===== src/rtl/i2c_am_pkg.sv =====
package i2c_am_pkg;

    typedef enum logic [2:0] {
        PH_IDLE,
        PH_FIRST,
        PH_SECOND,
        PH_DATA,
        PH_REJECT
    } phase_e;

    typedef struct packed {
        phase_e phase;
        logic   match;
        logic   ack_vld;
        logic   ack;
    } ctl_s;

endpackage


===== src/rtl/i2c_am_addr_reg.sv =====
module i2c_am_addr_reg #(
    parameter int AW = 8
) (
    input  logic          clk,
    input  logic          rst_n,
    input  logic          wr_i,
    input  logic [AW-1:0] wdata_i,
    input  logic          stop_i,
    output logic [AW-1:0] addr_o
);

    logic [AW-1:0] addr_d, addr_q;

    always_comb begin
        addr_d = addr_q;
        if (wr_i) begin
            addr_d = wdata_i;
        end
        // direction flag drops on STOP, even over a same-cycle write
        if (stop_i) begin
            addr_d[0] = 1'b0;
        end
    end

    always_ff @(posedge clk or negedge rst_n) begin
        if (!rst_n) begin
            addr_q <= '0;
        end else begin
            addr_q <= addr_d;
        end
    end

    assign addr_o = addr_q;

endmodule


===== src/rtl/i2c_am_cmp.sv =====
module i2c_am_cmp #(
    parameter int AW = 8
) (
    input  logic [AW-1:0] rx_i,
    input  logic [AW-1:0] own_i,
    input  logic [AW-1:0] lo_i,
    input  logic          full_i,
    output logic          hi_eq_o,
    output logic          lo_eq_o
);

    localparam int UPPER = AW - 1;

    logic [AW-1:0] hi_bit_eq;
    logic [AW-1:0] lo_bit_eq;

    for (genvar g = 0; g < AW; g++) begin : g_bit
        assign hi_bit_eq[g] = ~(rx_i[g] ^ own_i[g]);
        assign lo_bit_eq[g] = ~(rx_i[g] ^ lo_i[g]);
    end

    // bit 0 only takes part in the long-mode first byte
    assign hi_eq_o = (&hi_bit_eq[UPPER:1]) & (hi_bit_eq[0] | ~full_i);
    assign lo_eq_o = &lo_bit_eq;

endmodule


===== src/rtl/i2c_addr_matcher.sv =====
module i2c_addr_matcher #(
    parameter int AW = 8
) (
    input  logic          clk,
    input  logic          rst_n,
    input  logic          addr_wr_i,
    input  logic [AW-1:0] addr_wdata_i,
    input  logic [AW-1:0] lo_addr_i,
    input  logic          mode10_i,
    input  logic          ack_level_i,
    input  logic          start_i,
    input  logic          stop_i,
    input  logic [AW-1:0] byte_i,
    input  logic          byte_vld_i,
    output logic [AW-1:0] own_addr_o,
    output logic          match_o,
    output logic          ack_vld_o,
    output logic          ack_o
);

    import i2c_am_pkg::*;

    logic [AW-1:0] own_addr;
    logic          hi_eq;
    logic          lo_eq;
    ctl_s          ctl_d, ctl_q;

    i2c_am_addr_reg #(.AW(AW)) addr_reg_i (
        .clk     (clk),
        .rst_n   (rst_n),
        .wr_i    (addr_wr_i),
        .wdata_i (addr_wdata_i),
        .stop_i  (stop_i),
        .addr_o  (own_addr)
    );

    i2c_am_cmp #(.AW(AW)) cmp_i (
        .rx_i    (byte_i),
        .own_i   (own_addr),
        .lo_i    (lo_addr_i),
        .full_i  (mode10_i),
        .hi_eq_o (hi_eq),
        .lo_eq_o (lo_eq)
    );

    always_comb begin
        ctl_d         = ctl_q;
        ctl_d.ack_vld = 1'b0;
        ctl_d.ack     = 1'b0;
        if (stop_i) begin
            ctl_d.phase = PH_IDLE;
            ctl_d.match = 1'b0;
        end else if (start_i) begin
            ctl_d.phase = PH_FIRST;
            ctl_d.match = 1'b0;
        end else if (byte_vld_i) begin
            unique case (ctl_q.phase)
                PH_FIRST: begin
                    ctl_d.ack_vld = 1'b1;
                    ctl_d.ack     = hi_eq & ~ack_level_i;
                    if (!hi_eq) begin
                        ctl_d.phase = PH_REJECT;
                    end else if (mode10_i) begin
                        ctl_d.phase = PH_SECOND;
                    end else begin
                        ctl_d.phase = PH_DATA;
                        ctl_d.match = 1'b1;
                    end
                end
                PH_SECOND: begin
                    ctl_d.ack_vld = 1'b1;
                    ctl_d.ack     = lo_eq & ~ack_level_i;
                    if (lo_eq) begin
                        ctl_d.phase = PH_DATA;
                        ctl_d.match = 1'b1;
                    end else begin
                        ctl_d.phase = PH_REJECT;
                    end
                end
                PH_DATA: begin
                    ctl_d.ack_vld = 1'b1;
                    ctl_d.ack     = ~ack_level_i;
                end
                default: begin
                end
            endcase
        end
    end

    always_ff @(posedge clk or negedge rst_n) begin
        if (!rst_n) begin
            ctl_q <= '{phase: PH_IDLE, match: 1'b0, ack_vld: 1'b0, ack: 1'b0};
        end else begin
            ctl_q <= ctl_d;
        end
    end

    assign own_addr_o = own_addr;
    assign match_o    = ctl_q.match;
    assign ack_vld_o  = ctl_q.ack_vld;
    assign ack_o      = ctl_q.ack;

endmodule


===== config.mk =====
export PLATFORM = sky130hd
export DESIGN_NAME = i2c_addr_matcher
export DESIGN_NICKNAME = d
export VERILOG_FILES = /design/src/rtl/i2c_am_pkg.sv /design/src/rtl/i2c_am_addr_reg.sv /design/src/rtl/i2c_am_cmp.sv /design/src/rtl/i2c_addr_matcher.sv
export SDC_FILE = /design/constraint.sdc
export NUM_CORES = 1
export LEC_CHECK = 0
export ABC_AREA = 1
export CAP_MARGIN = 25
export CORE_MARGIN = 10
export CORE_UTILIZATION = 39
export DETAILED_ROUTE_END_ITERATION = 8
export PLACE_DENSITY = 0.78
export RECOVER_POWER = 25
export SETUP_SLACK_MARGIN = 0.4
export SLEW_MARGIN = 20
export SYNTH_ARGS = -nofsm -noshare
export SYNTH_HDL_FRONTEND = slang
export SYNTH_SLANG_ARGS = --single-unit

===== constraint.sdc =====
create_clock -name clk -period 1.3 [get_ports clk]
set_input_delay 0.195 -clock clk [delete_from_list [all_inputs] [get_ports clk]]
set_output_delay 0.195 -clock clk [all_outputs]
set_load 0.005 [all_outputs]

Word level (Yosys, flattened, before mapping)
Index checks and enable logic that the tools add are counted.
{"block": "word_totals", "register_bits": 14, "input_bits": 32, "out_inout_bits": 11, "elab_cells": 72}
{"block": "classes", "n_eq_ne": 6, "mux": 15, "bitwise": 38, "n_reduce_logical": 7}
{"operator": "1-bit NOT", "n": 18}
{"operator": "1-bit XOR", "n": 16}
{"operator": "4-bit != test, second input constant", "n": 3}
{"operator": "4-bit two-way mux", "n": 2}
{"operator": "4-bit one-hot mux with 2 select lines", "n": 1}
{"operator": "8-bit AND reduction", "n": 1}
{"operator": "7-bit AND reduction", "n": 1}
{"operator": "3-bit by 2-bit equality test with 1-bit output, second input constant", "n": 2}
{"operator": "1-bit two-way mux", "n": 6}
{"operator": "3-bit two-way mux", "n": 2}
{"operator": "6-bit two-way mux", "n": 1}
{"operator": "2-bit one-hot mux with 3 select lines", "n": 1}
{"operator": "5-bit AND reduction", "n": 1}
{"operator": "2-bit two-way mux", "n": 2}
{"operator": "4-bit nonzero test", "n": 1}
{"operator": "1-bit bitwise AND", "n": 3}
{"operator": "3-bit by 1-bit equality test with 1-bit output, second input constant", "n": 1}
{"operator": "3-bit nonzero test", "n": 1}
{"operator": "2-bit AND reduction", "n": 1}
{"operator": "2-bit nonzero test", "n": 1}
{"operator": "1-bit OR", "n": 1}

Longest topological paths before layout
{"block": "logic_depth", "ltp_word": 9, "depth_mapped": 10, "mapped_depth_nobuf": 10}

By module
From an unflattened synthesis, not the netlist that was laid out.
{"block": "hier_totals", "cells_unflattened": 133, "hier_area_um2": 922.1}
{"module": "i2c_addr_matcher", "n_inst": 1, "cells_per_inst": 50, "area_each_um2": 361.6, "seq_area_each_um2": 150.1}
{"module": "i2c_am_addr_reg", "n_inst": 1, "cells_per_inst": 35, "area_each_um2": 324.1, "seq_area_each_um2": 200.2}
{"module": "i2c_am_cmp", "n_inst": 1, "cells_per_inst": 48, "area_each_um2": 236.5, "seq_area_each_um2": 0.0}

Worst setup path after synthesis
No wires, ideal clock.
{"block": "synth_path", "path_kind": "reg2reg", "startpoint": "register addr_reg_i.addr_q[1], in the netlist addr_reg_i.addr_o[1]", "endpoint": "register ctl_q[5] in the netlist's numbering", "arrival_time_ps": 1026, "slack_ps": 153, "stages_incl_launch_ff": 9, "synth_period_minus_slack_ps": 1147, "path_cell_list": "dfrtp_1 xnor2_1 nand2_1 nor2_2 nand3b_1 nand2_1 nand2_1 nand2_1 o21ai_1"}
{"block": "synth_via", "elab_chain_len": 9}
{"element": "start, declared", "line_no": "i2c_am_addr_reg.sv:12", "rtl": "logic [AW-1:0] addr_d, addr_q;"}
{"element": "start signal, assigned", "line_no": "i2c_am_addr_reg.sv:29", "rtl": "addr_q <= addr_d;"}
{"element": "1-bit XOR", "line_no": "i2c_am_cmp.sv:18", "rtl": "assign hi_bit_eq[g] = ~(rx_i[g] ^ own_i[g]);"}
{"element": "1-bit NOT", "line_no": "i2c_am_cmp.sv:18"}
{"element": "7-bit AND reduction", "line_no": "i2c_am_cmp.sv:23", "rtl": "assign hi_eq_o = (&hi_bit_eq[UPPER:1]) & (hi_bit_eq[0] | ~full_i);"}
{"element": "1-bit bitwise AND", "line_no": "i2c_am_cmp.sv:23"}
{"element": "3-bit two-way mux", "line_no": "i2c_addr_matcher.sv:61", "rtl": "if (!hi_eq) begin"}
{"element": "4-bit one-hot mux with 2 select lines", "line_no": "i2c_addr_matcher.sv:57", "rtl": "unique case (ctl_q.phase)"}
{"element": "6-bit two-way mux", "line_no": "i2c_addr_matcher.sv:56", "rtl": "end else if (byte_vld_i) begin"}
{"element": "4-bit two-way mux", "line_no": "i2c_addr_matcher.sv:53", "rtl": "end else if (start_i) begin"}
{"element": "4-bit two-way mux", "line_no": "i2c_addr_matcher.sv:50", "rtl": "if (stop_i) begin"}
{"element": "end signal, assigned", "line_no": "i2c_addr_matcher.sv:92", "rtl": "ctl_q <= '{phase: PH_IDLE, match: 1'b0, ack_vld: 1'b0, ack: 1'b0};"}
{"element": "end signal, assigned", "line_no": "i2c_addr_matcher.sv:94", "rtl": "ctl_q <= ctl_d;"}
{"element": "end, declared", "line_no": "i2c_addr_matcher.sv:26", "rtl": "ctl_s ctl_d, ctl_q;"}
No other way between the ends. The select of a mux whose other input is x is not followed.
A chain may end at the register's enable or synchronous reset.

Worst setup path after layout
{"block": "layout_path", "startpoint": "input byte_i[4]", "endpoint": "register ctl_q[3] in the netlist's numbering"}
{"block": "layout_via", "elab_chain_len": 9, "word_cells_on_any_way": 13}
{"element": "start, declared", "line_no": "i2c_addr_matcher.sv:13", "rtl": "input logic [AW-1:0] byte_i,"}
{"element": "1-bit XOR", "line_no": "i2c_am_cmp.sv:18"}
{"element": "1-bit NOT", "line_no": "i2c_am_cmp.sv:18"}
{"element": "7-bit AND reduction", "line_no": "i2c_am_cmp.sv:23"}
{"element": "1-bit bitwise AND", "line_no": "i2c_am_cmp.sv:23"}
{"element": "3-bit two-way mux", "line_no": "i2c_addr_matcher.sv:61"}
{"element": "4-bit one-hot mux with 2 select lines *", "line_no": "i2c_addr_matcher.sv:57"}
{"element": "6-bit two-way mux *", "line_no": "i2c_addr_matcher.sv:56"}
{"element": "4-bit two-way mux *", "line_no": "i2c_addr_matcher.sv:53"}
{"element": "4-bit two-way mux *", "line_no": "i2c_addr_matcher.sv:50"}
Every way passes the cells marked *; elsewhere a longest branch is shown, timed or not. The select of a mux whose other input is x is not followed.

==> impl_metrics.py <==
metrics = {
    "synth": {
        "ys_warn_count": 0,
        "synth_edf_count": 0,
        "number_of_synthesized_register_bits": 14,
        "netlist-cell-type-count": 19,
        "postSynthCellCount": 117,
        "synth_ff_type": "dfrtp_1",
        "syn-cell-area_sq_um": 853.3,
        "synth-seq-area-share": 0.4106,
        "synth_area_per_cell_sq_um": 7.293,
        "async_reset_ff_frac": 1.000,
        "postSynthNetCount": 149,
    },
    "drt": {
        "routed_wl_per_cell_microns": 15.95,
        "vias_cell": 4.601,
        "overall_via_count_from_detail_route": 957,
        "antenna_violating_nets_post_route": 0,
        "drcViolationCount": 0,
        "dr.first_iter.drc_count": 32,
        "firstDrtPassIters": 4,
        "routed_wl_microns": 3317,
    },
    "power": {
        "p_sw_frac": 0.2947,
        "power_frac_seq": 0.395,
        "leakagePower_nw": 0.7596,
        "clockPowerShare": 0.279,
        "power.density_nw_per_um2": 804.6,
        "ir_worst_vdd_uv": 688.5,
        "reported_net_switching_power_w": 0.0003629,
        "power.share.combinational": 0.326,
        "internal_power_w": 0.0008684,
        "power_w": 0.001231,
    },
    "placement": {
        "dp_hpwl_microns": 2247,
        "place_worst_setup_slack_ns": -0.3070,
        "place_congestion": 0.8409,
        "buffer_ports.inserted": 42,
    },
    "cells_and_area": {
        "area.growth.synth_to_final_pct": 79.33,
        "drive_gt1_frac": 0.3278,
        "layout.filler_cells": 130,
        "layout.area.seq_sq_um": 351.6,
        "multiInputGateArea_sq_um": 498.0,
        "finalNetCount": 213,
    },
    "floorplan": {
        "die_span_in_y_microns": 66.78,
        "floorplan.die.width_microns": 66.78,
        "floorplan.io_pins": 43,
        "design.die.area_sq_um": 4459,
        "initial_cell_density_of_the_core": 0.4220,
        "placementRows": 16,
        "fp.coreArea_sq_um": 2022,
    },
    "worst_setup_path": {
        "crit_chain": "clkdlybuf4s50_1 > xnor2_1 > nand2_1 > nor2_1 > nand2_1 > nand2_2 > nand3_1 > a21oi_1",
        "worst-path-max-fanout": 4,
        "worstSetupEndpointType": "flop",
        "cpLargestDelayFamily": "simple AND/OR/NAND/NOR gates",
        "worst_path_largest_cell_delay_ns": 0.47,
        "timing.critical_path.slowest_stage_cell": "clkdlybuf4s50_1",
        "cp_num_buf_inv": 1,
        "critPathLaunchType": "input port",
        "timing.critical_path.mode_cell": "nand2_1",
        "timing.critical_path.required_ns": 1.53,
        "setup.worst_path.class": "input port to flop",
        "critical_path_arrival_ns": 1.63,
    },
    "sta": {
        "finalClockSkew_ns": 0.004341,
        "crit_path_time_final_ns": 1.407,
        "grt_setup_unrepaired": "yes",
        "hold_slack_ns": 0.4257,
        "setup_total_negative_slack_ns": -0.3925,
        "final-max-slew-violation-count": 0,
        "timing_hold_violations_final": 0,
        "tcrit_tclk_final": 1.082,
        "slew_headroom": 0.4560,
        "post-route-worst-setup-slack_ns": -0.1069,
        "maxClockFrequency_mhz": 710.8,
        "worstMarginPinSlew_ns": 0.8159,
        "finalSetupViolCount": 5,
    },
    "clock_tree": {
        "cts.root.buffer_cell": "clkbuf_4",
        "clock-sinks": 14,
        "tritoncts": "built",
        "cts-root-to-sink-buffers": 2,
        "cts-htree-levels": 1,
        "numCtsBuffers": 3,
        "ctsHoldBuffers": 0,
        "insertion_delay_ns": 0.30,
        "clock_transition_time_at_the_flip_flop_clock_pins_of_the_worst_setup_and_hold_paths_ns": 0.10,
    },
    "global_route": {
        "first_pass_grt_wire_length_microns": 4774,
        "global_route.usage.total": 0.1429,
        "first_global_vias": 952,
        "antenna_found_initial": 1,
        "grt_overflow": 0,
        "grt_start_max_net_pins": 15,
    },
    "min_path": {
        "min-delay-path-class": "input port to flop",
    },
    "status": {
        "failed_checks": "negative setup slack",
        "run_status": "finished with violations",
    },
    "run": {
        "max_cap_viol_count": 0,
    },
}
==> final cells by class <==
cell class / count / share of cell area
Timing Repair Buffer: 60 / 0.3532
Antenna cell: 1 / 0.001635
Inverter: 18 / 0.04415
Multi-Input combinational cell: 84 / 0.3254
Tap cell: 27 / 0.02208
Clock buffer: 4 / 0.02371
Sequential cell: 14 / 0.2298
==> metrics by stage <==
| step | utilization | area (sq um) | instances |
|---|---|---|---|
| finish | 0.7568 | 1530 | 208 |
| global route | 0.7568 | 1530 | 208 |
| CTS | 0.7141 | 1444 | 202 |
| detailed placement | 0.6671 | 1349 | 191 |
| global placement | 0.6671 | 1349 | 191 |
| floorplan | - | 853.3 | 117 |
==> state kept, by name (all words and copies together) (netlist names) <==
signal and count:
ack_o 1, ctl_q 3, match_o 1, ack_vld_o 1, addr_reg_i.addr_o 8
==> tightest hold or removal path, cell delays in order <==
cell and delay, ns:
clkdlybuf4s50_1 0.39, nand2_1 0.06, nand2_1 0.05
==> final timing paths <==
| path | startpoint | end | slack [ns] | cells after the start |
|---|---|---|---|---|
| worst max-delay path | byte_i[4] | ctl_q[3]$_DFFE_PN0P_ | -0.11 | 8 |
| worst min-delay path | addr_wdata_i[4] | addr_reg_i.addr_o[4]$_DFFE_PN0P_ | 0.43 | 3 |
| worst max register to register | addr_reg_i.addr_o[0]$_DFFE_PN0P_ | ctl_q[5]$_DFFE_PN0P_ | -0.05 | 8 |
| worst min register to register | addr_reg_i.addr_o[6]$_DFFE_PN0P_ | addr_reg_i.addr_o[6]$_DFFE_PN0P_ | 0.56 | 2 |
| max in group asynchronous | rst_n | ctl_q[4]$_DFFE_PN0P_ | 0.25 | 2 |
| min in group asynchronous | rst_n | addr_reg_i.addr_o[6]$_DFFE_PN0P_ | 0.49 | 2 |
==> cells by family after synthesis <==
kind of cell           synth area share
AND/OR/NAND/NOR                  0.2918
AO/OA/AOI/OAI                   0.08065
flip-flops                       0.4106
buffers and inverters           0.08358
XOR/XNOR                         0.1334
==> power by group through the flow <==
stage | Sequential [W] | Clock (W) | Combinational [W]
after global placement | 0.000494 | 0 | 0.000310
after detailed placement | 0.000496 | 0 | 0.000318
after floorplan | 0.000494 | 0 | 0.000118
after global routing | 0.000489 | 0.000368 | 0.000435
after CTS | 0.000480 | 0.000343 | 0.000359
final | 0.000486 | 0.000344 | 0.000402
==> layout by cell type, fill, tap and decap left out <==
cell type,instances
a21oi_1,2
dfrtp_1,13
nand2_1,37
nand2_2,4
clkbuf_1,1
buf_2,7
xor2_1,1
buf_6,9
dlymetal6s2s_1,1
xnor2_1,8
nor3_1,1
buf_4,11
dlygate4sd3_1,1
inv_1,10
nor2_2,2
o21ai_1,1
clkbuf_4,3
a21oi_2,3
xnor2_2,4
nor2_1,8
o21bai_1,1
nand3b_1,1
clkbuf_2,1
o21ai_2,1
diode_2,1
clkdlybuf4s50_1,29
nand3_1,3
o21ai_0,3
inv_2,8
nand3_2,3
dfrtp_2,1
clkbuf_8,1
nand3_4,1
==> Yosys cell counts (2+ instances only) <==
cell,instances,area share
a21oi_1,2,0.012
a21oi_2,3,0.031
dfrtp_1,14,0.41
inv_1,16,0.070
inv_2,2,0.0088
nand2_1,40,0.18
nand3_1,6,0.035
nor2_1,9,0.040
o21ai_0,4,0.023
xnor2_1,12,0.12
==> layer usage <==
metal / track usage / share of wire
met2: 0.2370 / 0.52
met1: 0.1496 / 0.37
met5: 0 / 0
met3: 0.03679 / 0.059
met4: 0.1126 / 0.048
==> timing repair <==
item | 4_1_cts | 5_1_grt
setup buffers | 7 | 5
endpoints found under the hold margin | 0 | 0
resized for setup | 52 | 21
pin swaps | 1 | 2
setup endpoints to repair | 17 | 18
(Power assumes the default switching activity.)
